## src/rtl/intr_coal_pkg.sv

```systemverilog
package intr_coal_pkg;
  localparam int COAL_W  = 6;
  localparam int COAL_MAX = (1 << COAL_W) - 1;
  localparam int CRED_W  = 16;

  typedef enum logic [2:0] {
    W_INIT  = 3'd0,
    W_MASK  = 3'd1,
    W_CRED  = 3'd2,
    W_MOA   = 3'd3,
    W_TIMER = 3'd4
  } word_e;

  function automatic logic [COAL_W-1:0] clamp_init(input logic [31:0] w);
    if (w > 32'(COAL_MAX)) return COAL_W'(COAL_MAX);
    return w[COAL_W-1:0];
  endfunction

  function automatic logic [CRED_W-1:0] cred_next(input logic [CRED_W-1:0] cur,
                                                   input logic add,
                                                   input logic [CRED_W-1:0] sub);
    logic signed [CRED_W+1:0] a, b, c, s;
    a = CRED_W'($signed(cur));
    a = $signed({{2{cur[CRED_W-1]}}, cur});
    b = $signed({{(CRED_W+1){1'b0}}, add});
    c = $signed({{2{sub[CRED_W-1]}}, sub});
    s = a + b - c;
    if (s > $signed((CRED_W+2)'((1 << (CRED_W-1)) - 1)))
      return {1'b0, {(CRED_W-1){1'b1}}};
    if (s < -$signed((CRED_W+2)'(1 << (CRED_W-1))))
      return {1'b1, {(CRED_W-1){1'b0}}};
    return s[CRED_W-1:0];
  endfunction
endpackage

```

## src/rtl/intr_reg_dec.sv

```systemverilog
module intr_reg_dec
  import intr_coal_pkg::*;
#(
  parameter int NUM_VEC = 8,
  localparam int VEC_W  = $clog2(NUM_VEC),
  localparam int ADDR_W = VEC_W + 3
) (
  input  logic                              reg_wr,
  input  logic [ADDR_W-1:0]                 reg_addr,
  input  logic [NUM_VEC-1:0][COAL_W-1:0]    init_i,
  input  logic [NUM_VEC-1:0]                mask_i,
  input  logic [NUM_VEC-1:0]                moa_i,
  input  logic [NUM_VEC-1:0][CRED_W-1:0]    cred_i,
  input  logic [NUM_VEC-1:0][COAL_W-1:0]    timer_i,
  output logic [NUM_VEC-1:0]                wr_init,
  output logic [NUM_VEC-1:0]                wr_mask,
  output logic [NUM_VEC-1:0]                wr_cred,
  output logic [NUM_VEC-1:0]                wr_moa,
  output logic [31:0]                       rdata
);
  logic [VEC_W-1:0] vsel;
  logic [2:0]       wsel;
  assign vsel = reg_addr[ADDR_W-1:3];
  assign wsel = reg_addr[2:0];

  for (genvar v = 0; v < NUM_VEC; v++) begin : g_dec
    logic hit;
    assign hit        = reg_wr && (vsel == VEC_W'(v));
    assign wr_init[v] = hit && (wsel == W_INIT);
    assign wr_mask[v] = hit && (wsel == W_MASK);
    assign wr_cred[v] = hit && (wsel == W_CRED);
    assign wr_moa[v]  = hit && (wsel == W_MOA);
  end

  always_comb begin
    rdata = '0;
    case (wsel)
      W_INIT:  rdata = 32'(init_i[vsel]);
      W_MASK:  rdata = 32'(mask_i[vsel]);
      W_CRED:  rdata = 32'(cred_i[vsel]);
      W_MOA:   rdata = 32'(moa_i[vsel]);
      W_TIMER: rdata = 32'(timer_i[vsel]);
      default: rdata = '0;
    endcase
  end
endmodule

```

## src/rtl/intr_vec.sv

```systemverilog
module intr_vec
  import intr_coal_pkg::*;
(
  input  logic              clk,
  input  logic              rst_n,
  input  logic              wr_init,
  input  logic              wr_mask,
  input  logic              wr_cred,
  input  logic              wr_moa,
  input  logic [31:0]       wdata,
  input  logic              evt,
  input  logic              tick,
  output logic [COAL_W-1:0] init_o,
  output logic              mask_o,
  output logic              moa_o,
  output logic [CRED_W-1:0] cred_o,
  output logic [COAL_W-1:0] timer_o,
  output logic              irq_o,
  output logic              restart_o,
  output logic              unmask_o
);
  logic [COAL_W-1:0] init_q, timer_q;
  logic              mask_q, moa_q;
  logic [CRED_W-1:0] cred_q, sub;

  assign restart_o = wr_cred && wdata[17];
  assign unmask_o  = wr_cred && wdata[16];
  assign sub       = wr_cred ? wdata[CRED_W-1:0] : '0;
  assign irq_o     = !cred_q[CRED_W-1] && (cred_q != '0) && !mask_q && (timer_q == '0);

  always_ff @(posedge clk) begin
    if (!rst_n) begin
      init_q  <= '0;
      timer_q <= '0;
      mask_q  <= 1'b1;
      moa_q   <= 1'b0;
      cred_q  <= '0;
    end else begin
      if (wr_init) init_q <= clamp_init(wdata);
      if (wr_moa)  moa_q  <= wdata[0];
      if (wr_cred || evt) cred_q <= cred_next(cred_q, evt, sub);
      if (restart_o)                   timer_q <= init_q;
      else if (tick && timer_q != '0)  timer_q <= timer_q - 1'b1;
      if (wr_mask)              mask_q <= wdata[0];
      else if (unmask_o)        mask_q <= 1'b0;
      else if (irq_o && moa_q)  mask_q <= 1'b1;
    end
  end

  assign init_o  = init_q;
  assign mask_o  = mask_q;
  assign moa_o   = moa_q;
  assign cred_o  = cred_q;
  assign timer_o = timer_q;
endmodule

```

## src/rtl/intr_coal_ctrl.sv

```systemverilog
module intr_coal_ctrl
  import intr_coal_pkg::*;
#(
  parameter int NUM_VEC = 8,
  localparam int ADDR_W = $clog2(NUM_VEC) + 3
) (
  input  logic               clk,
  input  logic               rst_n,
  input  logic               reg_wr,
  input  logic [ADDR_W-1:0]  reg_addr,
  input  logic [31:0]        reg_wdata,
  output logic [31:0]        reg_rdata,
  input  logic [NUM_VEC-1:0] evt_in,
  input  logic               tick,
  output logic [NUM_VEC-1:0] irq
);
  logic [NUM_VEC-1:0][COAL_W-1:0] init_w, timer_w;
  logic [NUM_VEC-1:0][CRED_W-1:0] cred_w;
  logic [NUM_VEC-1:0] mask_w, moa_w, restart_w, unmask_w;
  logic [NUM_VEC-1:0] wr_init, wr_mask, wr_cred, wr_moa;

  intr_reg_dec #(.NUM_VEC(NUM_VEC)) dec_i (
    .reg_wr   (reg_wr),
    .reg_addr (reg_addr),
    .init_i   (init_w),
    .mask_i   (mask_w),
    .moa_i    (moa_w),
    .cred_i   (cred_w),
    .timer_i  (timer_w),
    .wr_init  (wr_init),
    .wr_mask  (wr_mask),
    .wr_cred  (wr_cred),
    .wr_moa   (wr_moa),
    .rdata    (reg_rdata)
  );

  for (genvar v = 0; v < NUM_VEC; v++) begin : g_vec
    intr_vec vec_i (
      .clk       (clk),
      .rst_n     (rst_n),
      .wr_init   (wr_init[v]),
      .wr_mask   (wr_mask[v]),
      .wr_cred   (wr_cred[v]),
      .wr_moa    (wr_moa[v]),
      .wdata     (reg_wdata),
      .evt       (evt_in[v]),
      .tick      (tick),
      .init_o    (init_w[v]),
      .mask_o    (mask_w[v]),
      .moa_o     (moa_w[v]),
      .cred_o    (cred_w[v]),
      .timer_o   (timer_w[v]),
      .irq_o     (irq[v]),
      .restart_o (restart_w[v]),
      .unmask_o  (unmask_w[v])
    );
  end
endmodule

```

## config.mk

```make
export PLATFORM = sky130hd
export DESIGN_NAME = intr_coal_ctrl
export DESIGN_NICKNAME = d
export VERILOG_FILES = /design/src/rtl/intr_coal_pkg.sv /design/src/rtl/intr_reg_dec.sv /design/src/rtl/intr_vec.sv /design/src/rtl/intr_coal_ctrl.sv
export SDC_FILE = /design/constraint.sdc
export NUM_CORES = 1
export LEC_CHECK = 0
export BUFFER_PORTS_ARGS = -buffer_cell sky130_fd_sc_hd__buf_4
export CAP_MARGIN = 10
export CORE_ASPECT_RATIO = 0.75
export CORE_UTILIZATION = 42
export CTS_BUF_LIST = sky130_fd_sc_hd__clkbuf_8
export DETAILED_ROUTE_END_ITERATION = 8
export SYNTH_ARGS = -nofsm -noshare
export SYNTH_HDL_FRONTEND = slang
export SYNTH_SLANG_ARGS = --single-unit
```

## constraint.sdc

```tcl
create_clock -name clk -period 9.6 [get_ports clk]
set_input_delay 0.96 -clock clk [delete_from_list [all_inputs] [get_ports clk]]
set_output_delay 0.96 -clock clk [all_outputs]
set_load 0.05 [all_outputs]
```

======== Word level (Yosys, flattened, before mapping) ========
Cells that the tools add are included.
W data, S select, Z words.
storage, ports and cells
  flip-flop bits (word level) ............. 240
  bits in latches ......................... 0
  bits in writable memories ............... 0
  memory bits (read-only) ................. 0
  bits of input ports ..................... 50
  output and inout port bits .............. 40
  memories kept ........................... 0
operators by class
  $add $sub $neg .......................... 24
  multiply operators ...................... 0
  divide/modulo/power cells ............... 0
  magnitude comparators ................... 18
  eq/ne operators ......................... 11
  shift operators ......................... 0
  muxes and demuxes ....................... 173
  bitwise gates (word level) .............. 0
  reduce and logical (&&, ||, !) cells .... 162
operators with widths
  kind                    count
  $mux W16                41
  $mux W6                 27
  $gt A18 B16 Y1 const B  8
  $lt A18 B16 Y1 const B  8
  $sub A17 B16 Y18        8
  $add A16 B2 Y17         8
  $reduce_bool A16 Y1     8
  $mux W1                 99
  $logic_and A1 B1 Y1     96
  $pmux W16 S5            1
  $bmux W16 S3            1
  $logic_not A6 Y1        8
  $reduce_bool A6 Y1      8
  $sub A6 B1 Y6 const B   8
  $bmux W6 S3             2
  $gt A32 B6 Y1 const B   1
  $reduce_bool A3 Y1      8
  $logic_not A1 Y1        16
  $reduce_bool A2 Y1      8
  $eq A3 B3 Y1 const B    5
  $eq A3 B2 Y1 const B    4
  $logic_or A1 B1 Y1      8
  $bmux W1 S3             2
  $eq A3 B1 Y1 const B    2
  other kinds (2)         3

======== Longest topological paths before layout ========
Gate-level depths: netlist of run 1.
  depth in word-level cells ............... 14
  mapped depth ............................ 19

======== Modules after synthesis ========
A second synthesis of run 1 with hierarchy kept.
second synthesis, totals
  cell total of the unflattened synthesis .. 2587
  area, all modules ....................... 23000.8 um^2
modules (own cells, without submodules)
  module                          times used  cells each  area an instance (um^2)  sequential area each (um^2)
  intr_vec at g_vec[0].vec_i ...  7           295         2605.0                   600.6
  intr_vec at g_vec[3].vec_i      1           298         2478.6                   600.6
  intr_reg_dec                    1           224         2287.2                   0.0

======== Worst setup path before layout of run 1 ========
Ideal clock, no wire load.
  path type ............................... input to register
  start ................................... input port reg_addr[2]
  end ..................................... register g_vec[7].vec_i.cred_q[10]
  setup time .............................. 122 ps
  arrival ................................. 4906 ps
  required time ........................... 9478 ps
  slack ................................... 4573 ps
  cell stages on the path ................. 18
  cells stage by stage .................... or3b_1 -> clkbuf_1 -> buf_2 -> nor2_1 -> clkbuf_1 -> buf_1 -> nand2_1 -> ha_1 -> fa_1 -> a211oi_1 -> o21a_1 -> o31ai_1 -> a211oi_1 -> xnor2_1 -> nand2_1 -> a31oi_1 -> buf_2 -> a21oi_1
on the way
  longest elaborated chain between the ends .. 11
RTL lines
  element                line                  RTL
  from (decl)            intr_coal_ctrl.sv:10  input logic [ADDR_W-1:0] reg_addr,
  $eq A3 B2 Y1 *         intr_reg_dec.sv:31    assign wr_cred[v] = hit && (wsel == W_CRED);
  $logic_and A1 B1 Y1 *  intr_reg_dec.sv:31
  $mux W16               intr_vec.sv:28        assign sub = wr_cred ? wdata[CRED_W-1:0] : '0;
  $sub A17 B16 Y18       intr_coal_pkg.sv:27   s = a + b - c;
  $lt A18 B16 Y1         intr_coal_pkg.sv:30   if (s < -$signed((CRED_W+2)'(1 << (CRED_W-1))))
  $mux W1 (2 in a row)   intr_coal_pkg.sv:30
  $mux W1                intr_vec.sv:41        if (wr_cred || evt) cred_q <= cred_next(cred_q, evt, sub);
  $mux W1                intr_vec.sv:32        if (!rst_n) begin
  $mux W16               intr_coal_pkg.sv:32   return s[CRED_W-1:0];
  $mux W16               intr_coal_pkg.sv:30
  to (signal assigned)   intr_vec.sv:41
  to (decl)              intr_vec.sv:24        logic [CRED_W-1:0] cred_q, sub;
Every way passes the cells marked *; elsewhere a longest branch is shown, timed or not. The select of a mux whose other input is x is not followed.
A chain may end at the register's enable or synchronous reset.

======== Worst setup path in the final report of run 1 ========
  start ................................... input port reg_addr[3]
  end ..................................... register g_vec[6].vec_i.cred_q[11]
on the way
  longest elaborated chain between the ends .. 12
RTL lines
  element                line                 RTL
  $eq A3 B3 Y1 *         intr_reg_dec.sv:28   assign hit = reg_wr && (vsel == VEC_W'(v));
  $logic_and A1 B1 Y1 *  intr_reg_dec.sv:28
  $logic_and A1 B1 Y1 *  intr_reg_dec.sv:31
  $mux W16               intr_vec.sv:28
  $sub A17 B16 Y18       intr_coal_pkg.sv:27
  $lt A18 B16 Y1         intr_coal_pkg.sv:30
  $mux W1 (2 in a row)   intr_coal_pkg.sv:30
  $mux W1                intr_vec.sv:41
  $mux W1                intr_vec.sv:32
  $mux W16               intr_coal_pkg.sv:32
  $mux W16               intr_coal_pkg.sv:30
  to (signal assigned)   intr_vec.sv:41
  to (decl)              intr_vec.sv:24
Marks and branches as above.

==> run metrics, run 1 <==
area share of the largest cell type after synthesis 0.226; Diodes inserted 0; Hold WS 0.511 ns; top cells by area, synth dfxtp_1 23%, ha_1 16%, mux4_2 6.4%; Synth Cell Area 21,300 sq um; clk slew on worst S/H paths 0.06 ns; DRT Wirelength 69,200 um; cell with the most instances after synthesis nand2_1; antenna violations before repair 2; CP bufs+invs 4; syn avg cell area 8.45 sq um; logic depth of the worst path, buffers included 19; Final WS setup 3.58 ns; grt ovf 0; HP Class flop to flop; drt first pass iters 6; fin crit share 0.627; die height 197 um; clock sinks 240; CTS Buffer Depth 3; crit path cell chain buf_4 -> buf_4 -> nor2b_1 -> nand3_1 -> nor2_1 -> buf_4 -> and2_1 -> ha_1 -> inv_1 -> ha_1 -> fa_1 -> a211oi_1 -> o21ai_0 -> a21oi_1 -> o211ai_1 -> xor2_1 -> o31ai_2 -> o21ai_0 -> a21oi_1; Hold Path Depth 2; GRT met2 Usage 0.389; Final Max Slew Viols 0; Tmin final 6.02 ns; Final setup viols 0; depth of the worst register-to-register path 13; reg2reg setup slack 5.43 ns; RSZ-0062 raised after global routing false; crit-path max cell delay 0.96 ns; nets@finish 2,828; GRT met3 Usage 0.0451; Starting Density 0.431; Pwr per Cell Area 398 nW/um^2; area leader, netlist dfxtp_1; FP Rows 70; Fin Setup TNS 0 ns; asr flop ratio synth 0; crit start category input pin; GPL Wtd Cong 0.915; Peak VDD IR 0.267 mV; routed length per instance 21.8 um; CTS tree done; most common cell type on the critical path buf_4; slowest CP cell o31ai_2; Inserted Clock Buffers 43; Post-synth EDFFs 0; Antenna Nets Post-Route 0; Remaining DRCs 0; CTS resizes 0; HPWL after DPL 51,900 um; Worst-Margin Slew 1.20 ns; #FFs+latches synth 240; Hold Fails Final Rpt 0; Crit path max-delay family compound AO/OA/AOI/OAI gates; Worst EP required 10.12 ns; # Post-CTS Setup Buffers 0; Die ar. 51,500 sq um; GR Layer Usage met1 0.403; CORE AREA 49,300 sq um; Post-CTS Hold Buffers 0; Worst Skew 0.0399 ns; latest clock arrival within the worst-skew pair 0.61 ns; post-layout util 0.465; Syn-to-layout area delta 7.95%; worst-path fanout max 45; gr usage total 0.267; # IOs 90; vias in the first global route 18,300; first-pass GRT wire length 107,000 um; Slew Limit Headroom 0.196; pin count of the biggest net entering global routing 118; Post-Syn Instances 2,514; Netlist cell types 90; ratio of cells with drive above 1 in the final layout 0.110; fill count 4,834; Max Cap Viol 0; initial drt markers 1,982; status finished clean; port bufs 73; Root Driver clkbuf_8; register area share after synthesis 0.226; Placement Setup Slack 3.03 ns; Via Count 19,800; Critical Path AT 6.55 ns; Crit. End Element flop; busiest grt layer met1; H-tree Lvls 2; Crit Path Category input pin to flop; die width 262 um; top achievable clock speed 0.166 GHz; Via density 6.23; Synth Warn # 0; Leakage 10.1 nW; ys flop type dfxtp_1; list of most frequent post-synthesis cells 331 x nand2_1, 272 x ha_1, 240 x dfxtp_1
-- sequential cells by signal, indices dropped and copies added (netlist names) --
name,flops
g_vec.vec_i.init_o,48
g_vec.vec_i.moa_o,8
g_vec.vec_i.cred_o,128
g_vec.vec_i.mask_o,8
g_vec.vec_i.timer_o,48
-- cell type report --
class	instances	area [sq um]	share of cell area
clock buffers	52	716	0.0312
clock inverters	23	204	0.00889
inverters	80	300	0.0131
multi-input cells	2042	15400	0.672
flip-flops and latches	240	4800	0.209
well taps	648	811	0.0353
repair buffers	91	687	0.0299
-- cells by family after synthesis --
kind of cell	count (synthesis)	share of synthesized area
mux	88	0.0768
buf+inv	247	0.0510
other cells	1	0.000176
flops	240	0.226
simple gates	762	0.169
fa+ha+maj	280	0.168
xor+xnor	132	0.0544
compound gates	764	0.255
-- final timing paths --
kind,startpoint,endpoint
max,reg_addr[3],g_vec[6].vec_i.cred_o[11]
min,g_vec[1].vec_i.init_o[1],g_vec[1].vec_i.timer_o[1]
max reg2reg,g_vec[6].vec_i.cred_o[0],g_vec[6].vec_i.cred_o[11]
min reg2reg,g_vec[1].vec_i.init_o[1],g_vec[1].vec_i.timer_o[1]
-- per-stage QoR --
| step | power [mW] | instance area, sq um | std cells |
|---|---|---|---|
| global route | 9.92 | 22900 | 3176 |
| global placement | 7.82 | 22000 | 3100 |
| finish | 9.12 | 22900 | 3176 |
| floorplan | 6.59 | 21300 | 2529 |
| CTS | 9.03 | 22900 | 3175 |
| detailed placement | 7.93 | 22000 | 3100 |
-- worst reg2reg max path: stages (launching register included) --
cell,delay [ns]
dfxtp_1,0.43
inv_1,0.07
ha_1,0.28
inv_1,0.04
ha_1,0.20
fa_1,0.42
a211oi_1,0.32
o21ai_0,0.17
a21oi_1,0.41
o211ai_1,0.19
xor2_1,0.19
o31ai_2,0.96
o21ai_0,0.23
a21oi_1,0.19
-- layer usage --
layer,share of wire,wire length [um]
met5,0,0
met4,0.021,1440
met3,0.095,6540
met2,0.41,28600
met1,0.47,32600
-- placed cells by master (no fill, tap or decap), drive strengths merged, types with 54 or more instances in the layout --
| cell | n |
|---|---|
| xnor2 | 82 |
| nand3 | 58 |
| a21oi | 153 |
| o21ai | 188 |
| dfxtp | 240 |
| inv | 88 |
| nor4 | 54 |
| buf | 91 |
| o211a | 92 |
| nor2 | 124 |
| nand2 | 331 |
| mux4 | 60 |
| ha | 272 |
-- where the power goes --
group          internal (mW)  switching, mW
clock                  0.576          0.488
sequential              1.31          0.485
combinational           2.72           3.54
Note: power is estimated with default switching activity, not from simulation.
==> run 2: changes to the inputs <==
ABC_AREA = 1   (was not set)
clock period = 5.6 ns   (was 9.6 ns; I/O delays follow)
==> run 2 against run 1 <==
Critical path depth increased by 2. Global-route usage increased by 2.9 points. Cell count increased by 36%. Largest power group unchanged.
==> run metrics, run 2 <==
status finished clean; port bufs 73 (unchanged); pin count of the biggest net entering global routing 74 (-37%); max reg flops 128 (unchanged); Final WS setup 1.56 ns (-2.02 ns); top achievable clock speed 0.248 GHz; die width 271 um (+3.6%); Hold WS 0.244 ns (-0.267 ns); FP Rows 73 (+4.3%); Synth Cell Area 22,800 sq um (+7.3%); ys flop type dfxtp_1; Post-Synth XOR/XNOR Area 0.0376 (-0.0168); Syn-to-layout area delta 7.96% (about the same); register area share after synthesis 0.211 (-0.0155); cell with the most instances after synthesis nand2_1; asr flop ratio synth 0 (unchanged); Starting Density 0.428 (-0.00333); Netlist cell types 57 (-37%); Peak VDD IR 0.480 mV (+80%); CTS tree done; crit start category input pin; Via Count 23,900 (+21%); Root Driver clkbuf_8; Post-Syn Instances 3,557 (+41%); routed length per instance 19.3 um (-11%); Max Cap Viol 0 (unchanged); GPL Wtd Cong 0.974 (+6.4%); Crit Path Category input pin to flop; drt first pass iters 7 (+1); latest clock arrival within the worst-skew pair 0.66 ns (+0.05 ns); Pwr per Cell Area 719 nW/um^2 (+81%); grt ovf 0 (unchanged); adder-cell share of the synthesized area 0.156 (-0.0115); antenna violations before repair 1 (-1); CTS Buffer Depth 3 (unchanged); post-synthesis compound-gate area fraction 0.189 (-0.0661); CORE AREA 53,300 sq um (+8.2%); Worst EP required 6.08 ns (-4.04 ns); HPWL after DPL 63,300 um (+22%); Worst-Margin Slew 1.13 ns (-0.0717 ns); clk slew on worst S/H paths 0.06 ns (about the same); initial drt markers 2,601 (+31%); most common cell type on the critical path nand2_1; Hold Fails Final Rpt 0 (unchanged); fill count 5,696 (+18%); area leader, netlist dfxtp_1; Critical Path AT 4.52 ns (-2.03 ns); post-layout util 0.462 (-0.00352); DRT Wirelength 83,100 um (+20%); Via density 5.55 (-11%); #FFs+latches synth 240 (unchanged); nets@finish 3,892 (+38%); list of most frequent post-synthesis cells 1,049 x nand2_1, 347 x inv_1, 325 x a21oi_1; fin crit share 0.721; Die ar. 55,300 sq um (+7.3%); Final setup viols 0 (unchanged); commonest non-fill, non-tap cell in the layout nand2_1; Post-synth EDFFs 0 (unchanged); Leakage 11.8 nW (+17%); Diodes inserted 0 (unchanged); commonest cells after routing, fill and taps aside 1,049 x nand2_1, 357 x inv_1, 325 x a21oi_1; top cells by area, synth dfxtp_1 21%, nand2_1 17%, ha_1 15%; Slew Limit Headroom 0.244 (+0.0482); area share of the largest cell type after synthesis 0.211 (-0.0155); dominant combinational cell family by area after synthesis simple AND/OR/NAND/NOR gates; Synth Warn # 0 (unchanged); post-synthesis simple-gate area fraction 0.313 (+0.144); syn avg cell area 6.41 sq um (-24%); first-pass GRT wire length 127,000 um (+18%); Tmin final 4.04 ns; Fin Setup TNS 0 ns (unchanged); crit-path max cell delay 0.66 ns (-0.30 ns); Crit. End Element flop; Worst Skew 0.0378 ns (-0.00212 ns); ratio of cells with drive above 1 in the final layout 0.0707 (-0.0397); die height 204 um (+3.6%); worst-path fanout max 32 (-29%); HP Class input pin to flop; crit path cell chain buf_4 -> nand2_1 -> inv_1 -> nand2_1 -> nor2_4 -> inv_1 -> nor2_1 -> ha_1 -> inv_1 -> ha_1 -> fa_1 -> nand2_1 -> nand2_1 -> nand3_1 -> nand2_1 -> nand2_1 -> nand3_1 -> nand2_1 -> nand2_1 -> a21oi_2 -> a21oi_1; gr usage total 0.296 (+0.0286); RSZ-0062 raised after global routing false; Post-CTS Hold Buffers 0 (unchanged); CTS resizes 0 (unchanged); Final Max Slew Viols 0 (unchanged); post-place instance area 23,700 sq um (+7.5%); post-route cell area 24,600 sq um (+7.4%); clock sinks 240 (unchanged); # IOs 90 (unchanged); slowest CP cell a21oi_2; post-synthesis mux area share 0 (-0.0768); # Post-CTS Setup Buffers 0 (unchanged); vias in the first global route 21,100 (+15%); Inserted Clock Buffers 46 (+7.0%); Placement Setup Slack 0.969 ns (-2.06 ns); Remaining DRCs 0 (unchanged); Antenna Nets Post-Route 0 (unchanged); H-tree Lvls 2 (unchanged)
run 2: changes by cell type in the layout (fill, tap and decap cells not counted), sizes merged, moves of 35 or more:
cell and change:
nand2 +740, mux4 -60, a21oi +180, a21o -49, a211oi -35, inv +297, nor2 +131, xnor2 -51
o211a -92, nand3 +138, a22oi +41
run 2: final timing paths:
kind,from,depth (start not counted),slack [ns],to
worst min-delay path,evt_in[5],4,0.24,g_vec[5].vec_i.cred_o[15]
worst max register to register,g_vec[7].vec_i.cred_o[0],15,2.36,g_vec[7].vec_i.cred_o[1]
worst max-delay path,reg_addr[5],21,1.56,g_vec[4].vec_i.cred_o[8]
worst min register to register,g_vec[5].vec_i.timer_o[2],2,0.48,g_vec[5].vec_i.timer_o[2]
run 2: final cells by class:
type / instances / area (sq um) / share of cell area
sequential: 240 / 4800 / 0.195
timing repair buffer: 83 / 623 / 0.0253
clock buffer: 54 / 743 / 0.0302
clock inverter: 26 / 226 / 0.00919
inverter: 376 / 1410 / 0.0574
multi-input combinational: 2815 / 15900 / 0.647
tap: 712 / 891 / 0.0362
run 2: cells by family (layout without fill, tap and decap cells):
| logic type | Yosys count | in the layout |
|---|---|---|
| AOI/OAI and AO/OA | 752 | 752 |
| adders and majority gates | 280 | 280 |
| buffers and inverters | 517 | 539 |
| and+or+nand+nor | 1669 | 1669 |
| xor gates and xnor gates | 98 | 98 |
| other | 1 | 16 |
| DFF | 240 | 240 |
run 2: through the flow:
step	power (mW)	instances
detailed placement	15.5	4226
global route	19.6	4306
global placement	15.6	4226
finish	17.7	4306
CTS	17.5	4306
floorplan	12.7	3572
run 2: worst max-delay path: cells and delay by family:
kind / cells / cell delay [ns]
buffers and inverters: 4 / 0.56
AND/OR/NAND/NOR: 12 / 1.77
AO/OA/AOI/OAI: 2 / 0.81
adder cells (fa/ha/maj): 3 / 0.80
run 2: layer usage:
layer / track usage / vias up / part of all wire
met4: 0.0811 / 0 / 0.026
li1: - / 11900 / -
met1: 0.453 / 10900 / 0.49
met2: 0.404 / 1025 / 0.38
met3: 0.0674 / 123 / 0.11
met5: 0 / - / 0
run 2: where the power goes:
part / switching [mW] / internal, mW
combinational: 8.18 / 4.47
sequential: 0.846 / 2.29
clock: 0.869 / 1.06
total: 9.89 / 7.83
